--- config.mk ---
export PLATFORM = sky130hd
export DESIGN_NAME = refresh_scheduler
export DESIGN_NICKNAME = d
export VERILOG_FILES = /design/src/rtl/refsched_pkg.sv /design/src/rtl/refsched_ctrl.sv /design/src/rtl/refsched_dp.sv /design/src/rtl/refresh_scheduler.sv
export SDC_FILE = /design/constraint.sdc
export NUM_CORES = 1
export LEC_CHECK = 0
export ABC_AREA = 1
export BUFFER_PORTS_ARGS = -buffer_cell sky130_fd_sc_hd__buf_2
export CAP_MARGIN = 20
export CORE_UTILIZATION = 47
export CTS_BUF_LIST = sky130_fd_sc_hd__clkbuf_4
export DETAILED_ROUTE_END_ITERATION = 10
export PLACE_DENSITY = 0.71
export SLEW_MARGIN = 20
export SYNTH_ARGS = -nofsm -noshare
export SYNTH_HDL_FRONTEND = slang
export SYNTH_SLANG_ARGS = --single-unit
--- constraint.sdc ---
create_clock -name clk -period 1.8 [get_ports clk]
set_clock_uncertainty 0.2 [all_clocks]
set_input_delay 0.09 -clock clk [delete_from_list [all_inputs] [get_ports clk]]
set_output_delay 0.09 -clock clk [all_outputs]
set_load 0.01 [all_outputs]
--- src/rtl/refsched_pkg.sv ---
package refsched_pkg;

  // Per-cycle decision passed from control to datapath
  typedef struct packed {
    logic doRefresh;  // cycle belongs to refresh
    logic doStall;    // processor halted this cycle
    logic doGrant;    // processor access taken this cycle
  } schedStrobe_t;

endpackage

--- src/rtl/refsched_ctrl.sv ---
module refsched_ctrl
  import refsched_pkg::*;
#(
  parameter int MAX_GAP = 256
) (
  input  logic         clk,
  input  logic         rstN,
  input  logic         memReq,
  output schedStrobe_t strobe
);

  localparam int AGE_W = (MAX_GAP > 2) ? $clog2(MAX_GAP) : 1;
  localparam logic [AGE_W-1:0] AGE_LAST = AGE_W'(MAX_GAP - 1);

  logic [AGE_W-1:0] ageQ;
  logic             heldQ;
  logic             reqEff;
  logic             deadline;
  logic             forceRef;

  // A held request counts as a request in the cycle after a stall
  always_comb begin
    reqEff   = memReq | heldQ;
    deadline = (ageQ == AGE_LAST);
    forceRef = reqEff & deadline;
    strobe.doRefresh = rstN & (~reqEff | forceRef);
    strobe.doStall   = rstN & forceRef;
    strobe.doGrant   = rstN & reqEff & ~forceRef;
  end

  // Age saturates at AGE_LAST by construction: that cycle always refreshes
  always_ff @(posedge clk or negedge rstN) begin
    if (!rstN) begin
      ageQ  <= '0;
      heldQ <= 1'b0;
    end else begin
      heldQ <= strobe.doStall;
      if (strobe.doRefresh) ageQ <= '0;
      else                  ageQ <= ageQ + 1'b1;
    end
  end

endmodule

--- src/rtl/refsched_dp.sv ---
module refsched_dp
  import refsched_pkg::*;
#(
  parameter int PAGES = 12,
  parameter int WORDS = 32
) (
  input  logic                      clk,
  input  logic                      rstN,
  input  schedStrobe_t              strobe,
  output logic                      refresh,
  output logic                      stall,
  output logic                      grant,
  output logic [$clog2(PAGES)-1:0]  refPage,
  output logic [$clog2(WORDS)-1:0]  refWord
);

  localparam int PAGE_W = $clog2(PAGES);
  localparam int WORD_W = $clog2(WORDS);
  localparam bit PAGE_POW2 = (PAGES == (1 << PAGE_W));
  localparam bit WORD_POW2 = (WORDS == (1 << WORD_W));
  localparam logic [PAGE_W-1:0] PAGE_LAST = PAGE_W'(PAGES - 1);
  localparam logic [WORD_W-1:0] WORD_LAST = WORD_W'(WORDS - 1);

  logic [PAGE_W-1:0] pageQ, pageNext;
  logic [WORD_W-1:0] wordQ, wordNext;
  logic              wordWrap;

  assign wordWrap = (wordQ == WORD_LAST);

  // Power-of-two sizes wrap naturally; others compare against the last index
  generate
    if (WORD_POW2) begin : g_wordNat
      assign wordNext = wordQ + 1'b1;
    end else begin : g_wordCmp
      assign wordNext = wordWrap ? '0 : wordQ + 1'b1;
    end
    if (PAGE_POW2) begin : g_pageNat
      assign pageNext = pageQ + 1'b1;
    end else begin : g_pageCmp
      assign pageNext = (pageQ == PAGE_LAST) ? '0 : pageQ + 1'b1;
    end
  endgenerate

  always_ff @(posedge clk or negedge rstN) begin
    if (!rstN) begin
      pageQ <= '0;
      wordQ <= '0;
    end else if (strobe.doRefresh) begin
      wordQ <= wordNext;
      if (wordWrap) pageQ <= pageNext;
    end
  end

  assign refresh = strobe.doRefresh;
  assign stall   = strobe.doStall;
  assign grant   = strobe.doGrant;
  assign refPage = pageQ;
  assign refWord = wordQ;

endmodule

--- src/rtl/refresh_scheduler.sv ---
module refresh_scheduler
  import refsched_pkg::*;
#(
  parameter int PAGES   = 12,
  parameter int WORDS   = 32,
  parameter int MAX_GAP = 256
) (
  input  logic                     clk,
  input  logic                     rstN,
  input  logic                     memReq,
  output logic                     grant,
  output logic                     stall,
  output logic                     refresh,
  output logic [$clog2(PAGES)-1:0] refPage,
  output logic [$clog2(WORDS)-1:0] refWord
);

  schedStrobe_t strobe;

  refsched_ctrl #(.MAX_GAP(MAX_GAP)) i_ctrl (
    .clk    (clk),
    .rstN   (rstN),
    .memReq (memReq),
    .strobe (strobe)
  );

  refsched_dp #(.PAGES(PAGES), .WORDS(WORDS)) i_dp (
    .clk     (clk),
    .rstN    (rstN),
    .strobe  (strobe),
    .refresh (refresh),
    .stall   (stall),
    .grant   (grant),
    .refPage (refPage),
    .refWord (refWord)
  );

endmodule

# Word level (Yosys, flattened, before mapping)
# Cells that the tools add are included.
op_classes:
  addsub: 3
  eq_ne: 3
  n_mux: 2
  bitwise: 9
  n_reduce_logical: 1
op_table:
  columns: ["cell", "count"]
  rows:
  - ["8-bit by 1-bit adder with 8-bit output (second input constant)", 1]
  - ["8-bit equality test (second input constant)", 1]
  - ["8-bit 2-to-1 mux", 1]
  - ["5-bit by 1-bit adder with 5-bit output (second input constant)", 1]
  - ["1-bit bitwise AND", 5]
  - ["5-bit equality test (second input constant)", 1]
  - ["4-bit by 1-bit adder with 4-bit output (second input constant)", 1]
  - ["4-bit equality test (second input constant)", 1]
  - ["4-bit 2-to-1 mux", 1]
  - ["1-bit inverter", 2]
  - ["1-bit OR", 2]
  - ["2-bit AND reduction", 1]
totals:
  reg_bits: 18
  inputBits: 3
  out_inout_bits: 12
  word_cells: 22

# Longest topological paths before layout
# Gate-level depths: netlist (run 1).
logic_depth:
  ltp_word: 5
  ltp_mapped: 9
  ltp_nobuf: 9

# Modules after synthesis
# Synthesis (run 1) repeated with hierarchy kept, for this count alone.
hier_totals:
  hier_cells: 101
  hier_area_um2: 932.1
by_module_without_submodules:
  columns: ["mod", "instances", "cells_per_inst", "area_each_um2", "seq_area_each_um2"]
  rows:
  - ["refsched_dp", 1, 47, 481.7, 225.2]
  - ["refsched_ctrl", 1, 54, 450.4, 225.2]

# Worst setup path after synthesis (run 1)
# OpenSTA, ideal clock, no wires.
synth_timing:
  kind: "flip-flop to flip-flop"
  from: "register i_dp.wordQ[0], in the netlist i_dp.refWord[0]"
  to: "register i_dp.pageQ[3], in the netlist i_dp.refPage[3]"
  setup_time_ns: 0.118
  arrival_ns: 1.223
  required_time_ns: 1.482
  path_slack_ns: 0.259
  stages_incl_launch_ff: 8
  path_buffers: 0
  period_less_slack_ns: 1.541
  cell_sequence: "dfrtp_1 ha_1 nand2_1 nor2_1 ha_1 nand3_1 nand2_1 nand2_1"
synth_between:
  elab_chain_cells: 2
synth_rtl:
  columns: ["element", "line", "rtl"]
  rows:
  - ["start: declaration", "refsched_dp.sv:25", "logic [WORD_W-1:0] wordQ, wordNext;"]
  - ["start signal: assignment", "refsched_dp.sv:49", "wordQ <= wordNext;"]
  - ["5-bit equality test", "refsched_dp.sv:28", "assign wordWrap = (wordQ == WORD_LAST);"]
  - ["2-bit AND reduction (no line)", null, null]
  - ["end signal: assignment", "refsched_dp.sv:50", "if (wordWrap) pageQ <= pageNext;"]
  - ["end: declaration", "refsched_dp.sv:24", "logic [PAGE_W-1:0] pageQ, pageNext;"]
# Every way passes these cells.
# A chain may end at the register's enable or synchronous reset.

# Worst setup path after layout (run 1)
layout_timing:
  from: "register i_ctrl.ageQ[0]"
  to: "output port grant"
layout_between:
  elab_chain_cells: 4
layout_rtl:
  columns: ["element", "line", "rtl"]
  rows:
  - ["start: declaration", "refsched_ctrl.sv:15", "logic [AGE_W-1:0] ageQ;"]
  - ["start signal: assignment", "refsched_ctrl.sv:39", "else ageQ <= ageQ + 1'b1;"]
  - ["8-bit equality test", "refsched_ctrl.sv:24", "deadline = (ageQ == AGE_LAST);"]
  - ["1-bit bitwise AND", "refsched_ctrl.sv:25", "forceRef = reqEff & deadline;"]
  - ["1-bit inverter", "refsched_ctrl.sv:28", "strobe.doGrant = rstN & reqEff & ~forceRef;"]
  - ["1-bit bitwise AND", "refsched_ctrl.sv:28", null]
  - ["end: declaration", "refresh_scheduler.sv:11", "output logic grant,"]
# Every way passes these cells.

==> results of run 1 <==
-- what timing repair did --
action                                  in CTS  in global routing
pin swaps                                    2                  4
hold buffers                                 1                  0
endpoints found under the setup margin       1                  6
gates cloned                                 0                  0
gates resized for setup                      5                  2
endpoints found under the hold margin       18                  0
buffers inserted                             4                  6
-- critical path, cell delays in order (launching register included) --
cell and delay (ns):
dfrtp_1 0.40, ha_2 0.20, nand2_2 0.10, nor2_4 0.05, buf_4 0.14, a21oi_1 0.13
buf_2 0.15
-- where the power goes --
part / internal [µW] / total (µW) / switching [µW]
Combinational: 144 / 309 / 165
Sequential: 477 / 549 / 72.2
Clock: 80.4 / 203 / 122
-- metal layers --
layer | vias to the layer above | part of all wire, %
met5 | - | 0
met1 | 366 | 47
li1 | 403 | -
met3 | 2 | 3.3
met4 | 0 | 1.1
met2 | 21 | 49
-- worst max path at each step --
stage	cells after the start	endpoint	slack (ns)	from
floorplan	7	i_dp.refPage[3]	0.26	i_dp.refWord[0]
global placement	9	i_dp.refWord[3]	0.16	i_ctrl.ageQ[0]
detailed placement	9	i_dp.refWord[3]	0.12	i_ctrl.ageQ[0]
CTS	8	refresh	0.01	i_ctrl.ageQ[1]
global route	7	i_dp.refPage[2]	-0.01	i_dp.refWord[0]
finish	6	grant	0.06	i_ctrl.ageQ[0]
-- cells by family (layout without fill, tap and decap cells) --
kind of cell	count (synthesis)	count (layout)
flip-flops	18	18
AND/OR/NAND/NOR	65	65
XOR/XNOR	4	4
buffers and inverters	12	41
AO/OA/AOI/OAI	6	6
adder cells (fa/ha/maj)	4	4
-- through the flow --
step                      cell area, µm²  power (µW)
final                               1190        1061
after global routing                1190        1131
after CTS                           1136        1053
after detailed placement            1039       829.2
after global placement              1039       819.0
after floorplan                    940.9       734.8
-- flip-flops by register name, summed over array words and instances, names as in the netlist --
signal and count:
i_ctrl.ageQ 8, i_ctrl.heldQ 1, i_dp.refPage 4, i_dp.refWord 5
-- layout by cell type (no fill, tap or decap), drive strengths merged, types with 3 or more instances in the layout --
cell,count
nand2,39
buf,25
dfrtp,18
nor2,13
inv,10
nand3,7
nand4,5
ha,4
clkbuf,3
o21ai,3
-- area by class of cell --
| class | instances | area, µm² | share of cell area [%] |
|---|---|---|---|
| sequential | 18 | 450.4 | 37.85 |
| tap | 25 | 31.28 | 2.629 |
| inverter | 11 | 53.80 | 4.522 |
| clock buffer | 3 | 22.52 | 1.893 |
| multi-input combinational | 79 | 459.2 | 38.59 |
| clock inverter | 1 | 3.754 | 0.3155 |
| timing repair buffer | 26 | 168.9 | 14.20 |
==> flow_summary.yaml, run 1 <==
worst_setup_path:
  crit_fanout: 3
  timing_worst_setup_path_type: "reg -> out"
  r2r-end: "i_dp.refPage[3]"
  startpoint_type: "flip-flop"
  reg2reg_from: "i_dp.refWord[0]"
  worstRegToRegCells: 7
  r2r_setup_slack_ns: 0.14
  worst_setup_path_end_kind: "output port"
  arrival_ns: 1.45
  worstPathRequired_ns: 1.51
synthesis:
  synth_most_common_cell: "nand2_1"
  synth_adder_area_share_pct: 5.319
  syn_nets: 116
  ys_top_cells_by_count: "33 x nand2_1, 18 x dfrtp_1, 11 x nor2_1"
  async_flop_share_pct: 100.0
  yosysTopAreaCell: "dfrtp_1"
  synthXorXnorAreaFrac_pct: 3.723
  synth.area.top_cells: "dfrtp_1 48%, nand2_1 13%, ha_1 5.3%, nor2_1 4.4%, inv_1 4.0%"
  syn-cell-area_um2: 940.9
  yosysSeqAreaShare_pct: 47.87
  synth_cell_types: 19
  synth-main-ff-cell: "dfrtp_1"
  synth_compound_area_share_pct: 4.122
  synth_top_family_by_area: "simple AND/OR/NAND/NOR gates"
  muxShareOfSynthArea_pct: 0
  netlist_instances: 109
  ys_ff_latch: 18
  synth-simple-area-share_pct: 33.24
  synth_edf_count: 0
  yosys_warnings: 0
  syn-mean-instance-area_um2: 8.632
  yosysTopAreaCellShare_pct: 47.87
cells_and_area:
  area_growth_pct: 26.46
  nFillCells: 151
  final_cells: 163
  n_antenna_cell: 0
  nets: 146
  final_util_pct: 66.04
  drive_above_1_share_pct: 30.43
timing:
  setup-tns-final_ns: 0
  finalSetupViolCount: 0
  fin_crit_sh_pct: 96.61
  fin_ws_ns: 0.06094
  finalHoldViolations: 0
  slew_headroom_pct: 74.95
  worst_pin_slew_ns: 0.3758
  hold_ws_ns: 0.04221
  maxSlewViolCount: 0
  fmax_mhz: 575.0
  min_period_ns: 1.739
clock_network:
  cts_buffers: 3
  insertion_delay_ns: 0.28
  tritoncts: "built"
  root_buffer: "clkbuf_4"
  clk_pin_slew_ns: 0.10
  ctsHtreeMaxLevel: 1
  clock-sinks: 18
  clockBufferDepth: 2
floorplan:
  dieArea_um2: 2185
  row_count: 15
  pin_count: 15
  fp.dieW_um: 46.74
  core_um2: 1802
  dieHeight_um: 46.74
  start_util_pct: 52.22
global_route:
  grt_max_degree: 16
  grt_pass1_vias: 691
  globalRoute.busiestLayer: "met2"
  overflow: 0
  met1_usage_pct: 22.66
  grtUsageMet2_pct: 30.00
  antenna_found_initial: 0
  grt_usage_pct: 17.89
  use_met3_pct: 2.692
  grt_first_pass_wirelength_um: 2732
place:
  dp_slack_ns: 0.1216
  dp_cells: 148
  io_buffers: 14
  dp_hpwl_um: 1245
  gp_congestion: 0.7291
pwr:
  ir_worst_vdd_mv: 0.6284
  power_density_nw_per_um2: 891.4
  cellLeakagePower_uw: 0.0006503
min_path:
  holdCritPathClass: "in -> async"
route:
  drtIter0Drc: 14
  drc: 0
  first_pass_iters: 4
  drt_wl_total_um: 1796
  vias_per_cell: 4.859
  vias: 792
  drt-wirelength-per-cell_um: 11.02
  ant_nets: 0
outcome:
  outcome: "completed"
run:
  max-cap-violations: 0
(Power assumes the default switching activity.)
==> inputs of run 2 (changes only) <==
--- a/config.mk
+++ b/config.mk
@@ -11,7 +11,7 @@
 export CORE_UTILIZATION = 47
 export CTS_BUF_LIST = sky130_fd_sc_hd__clkbuf_4
 export DETAILED_ROUTE_END_ITERATION = 10
-export PLACE_DENSITY = 0.71
+export PLACE_DENSITY_LB_ADDON = 0.2
 export SLEW_MARGIN = 20
 export SYNTH_ARGS = -nofsm -noshare
 export SYNTH_HDL_FRONTEND = slang
==> run 2 against run 1 <==
Via count shrank 1.8%. Clock-buffer cell count is the same. Sequential share of layout area grew 0.77 points. Worst hold slack lost 0.018 ns. First-iteration DRC count grew 14%. Largest power group unchanged. Critical path depth is the same. Non-clock buffer count shrank 2. Utilization shrank 1.3 points. Register-to-register slack is essentially flat. Worst setup slack lost 0.012 ns. Routed wire length shrank 5.6%.
==> flow_summary.yaml, run 2 (synthesis results as in run 1) <==
run:
  max-cap-violations: 0
timing:
  worst_pin_slew_ns: 0.3512
  fmax_mhz: 571.1
  slew_headroom_pct: 76.59
  fin_crit_sh_pct: 97.28
  finalHoldViolations: 0
  finalSetupViolCount: 0
  maxSlewViolCount: 0
  min_period_ns: 1.751
floorplan:
  start_util_pct: 52.22
  fp.dieW_um: 46.74
  row_count: 15
  dieHeight_um: 46.74
  core_um2: 1802
  dieArea_um2: 2185
  pin_count: 15
clock_network:
  clockBufferDepth: 2
  ctsHtreeMaxLevel: 1
  root_buffer: "clkbuf_4"
  cts_buffers: 3
  insertion_delay_ns: 0.29
  clock-sinks: 18
  clk_pin_slew_ns: 0.10
  tritoncts: "built"
pwr:
  ir_worst_vdd_mv: 0.7552
  power_density_nw_per_um2: 901.2
  cellLeakagePower_uw: 0.0006383
  p_total_uw: 1051
place:
  io_buffers: 14
  place_area_um2: 1039
  dp_hpwl_um: 1209
  dp_cells: 148
  gp_congestion: 0.7487
cells_and_area:
  multi_input_area_um2: 450.4
  fin_area_um2: 1166
  nFillCells: 166
  final_common_cell: "nand2_1"
  area_growth_pct: 23.94
  most-common-layout-cells: "33 x nand2_1, 18 x dfrtp_1, 13 x buf_2"
  seqCellArea_um2: 450.4
  largest_reg_flops: 8
  drive_above_1_share_pct: 29.41
  nets: 144
  top_register: "i_ctrl.ageQ"
  final_cells: 161
  n_antenna_cell: 0
route:
  first_pass_iters: 4
  drtIter0Drc: 16
  vias: 778
  drc: 0
  drt_wl_total_um: 1696
  drt-wirelength-per-cell_um: 10.53
  ant_nets: 0
  vias_per_cell: 4.832
worst_setup_path:
  cpPeakStageDelay_ns: 0.41
  worstPathRequired_ns: 1.51
  arrival_ns: 1.46
  r2r_setup_slack_ns: 0.13
  crit_fanout: 3
  path_buf_inv: 2
  worst_setup_path_end_kind: "output port"
  cp_slowest_cell: "dfrtp_1"
  path_cells: "ha_2 > nand2_2 > nor2_4 > buf_4 > a21oi_1 > buf_2"
  timing_worst_setup_path_type: "reg -> out"
  critical-path-top-delay-family: "flip-flops"
  startpoint_type: "flip-flop"
global_route:
  use_met3_pct: 2.308
  grt_first_pass_wirelength_um: 2753
  grt_usage_pct: 17.98
  grt_max_degree: 16
  grt_pass1_vias: 683
  antenna_found_initial: 0
  overflow: 0
  globalRoute.busiestLayer: "met2"
  met1_usage_pct: 23.95
  grtUsageMet2_pct: 29.17
min_path:
  holdCritPathClass: "in -> async"
outcome:
  outcome: "completed"
==> run 2: cell count changes in the layout (fill, tap and decap cells not counted), sizes merged <==
cell / previous run / this run
buf: 25 / 23
==> run 2: report_power, final <==
group	internal [µW]	leakage [µW]	total, µW	switching, µW
Sequential	477	0.000241	543	66.4
Clock	80.7	0.0000154	203	123
Combinational	140	0.000382	304	164
==> run 2: layout make-up <==
| cell class | instances | area share (%) |
|---|---|---|
| clock inverter | 1 | 0.3219 |
| inverter | 11 | 4.614 |
| sequential | 18 | 38.63 |
| tap | 25 | 2.682 |
| timing repair buffer | 24 | 13.20 |
| clock buffer | 3 | 1.931 |
| multi-input combinational | 79 | 38.63 |
==> run 2: worst paths after layout <==
check	to	cells after the start	start
worst max-delay path	grant	6	i_ctrl.ageQ[0]
worst min-delay path	i_ctrl.heldQ	2	rstN
worst max register to register	i_dp.refPage[3]	9	i_ctrl.ageQ[0]
worst min register to register	i_ctrl.ageQ[7]	2	i_ctrl.ageQ[7]
max in group asynchronous	i_ctrl.ageQ[7]	3	rstN
min in group clk	i_ctrl.heldQ	4	memReq
==> run 2: through the flow <==
stage          setup TNS, ns  hold slack [ns]  setup WS (ns)  util (%)
3_3_place_gp               0          -0.2051         0.1595     57.64
5_1_grt             -0.02791          0.07193       -0.01612     64.72
6_report                   0          0.02422        0.04903     64.72
2_1_floorplan              0          -0.4056         0.2591         -
3_5_place_dp               0          -0.2036         0.1167     57.64
4_1_cts                    0          0.02182       0.009349     62.99
==> run 2: layer usage <==
metal  wire length, µm  part of all wire, %
met5                 0                    0
met1               782                   46
met2               841                   50
met3                41                  2.4
met4                29                  1.7
==> run 2: timing repair <==
item                                    in CTS  in global routing
resized for setup                            4                  2
buffers inserted                             5                  3
endpoints found under the setup margin       1                  6
pin swaps                                    3                  3
hold buffers                                 1                  0
endpoints found under the hold margin       18                  0
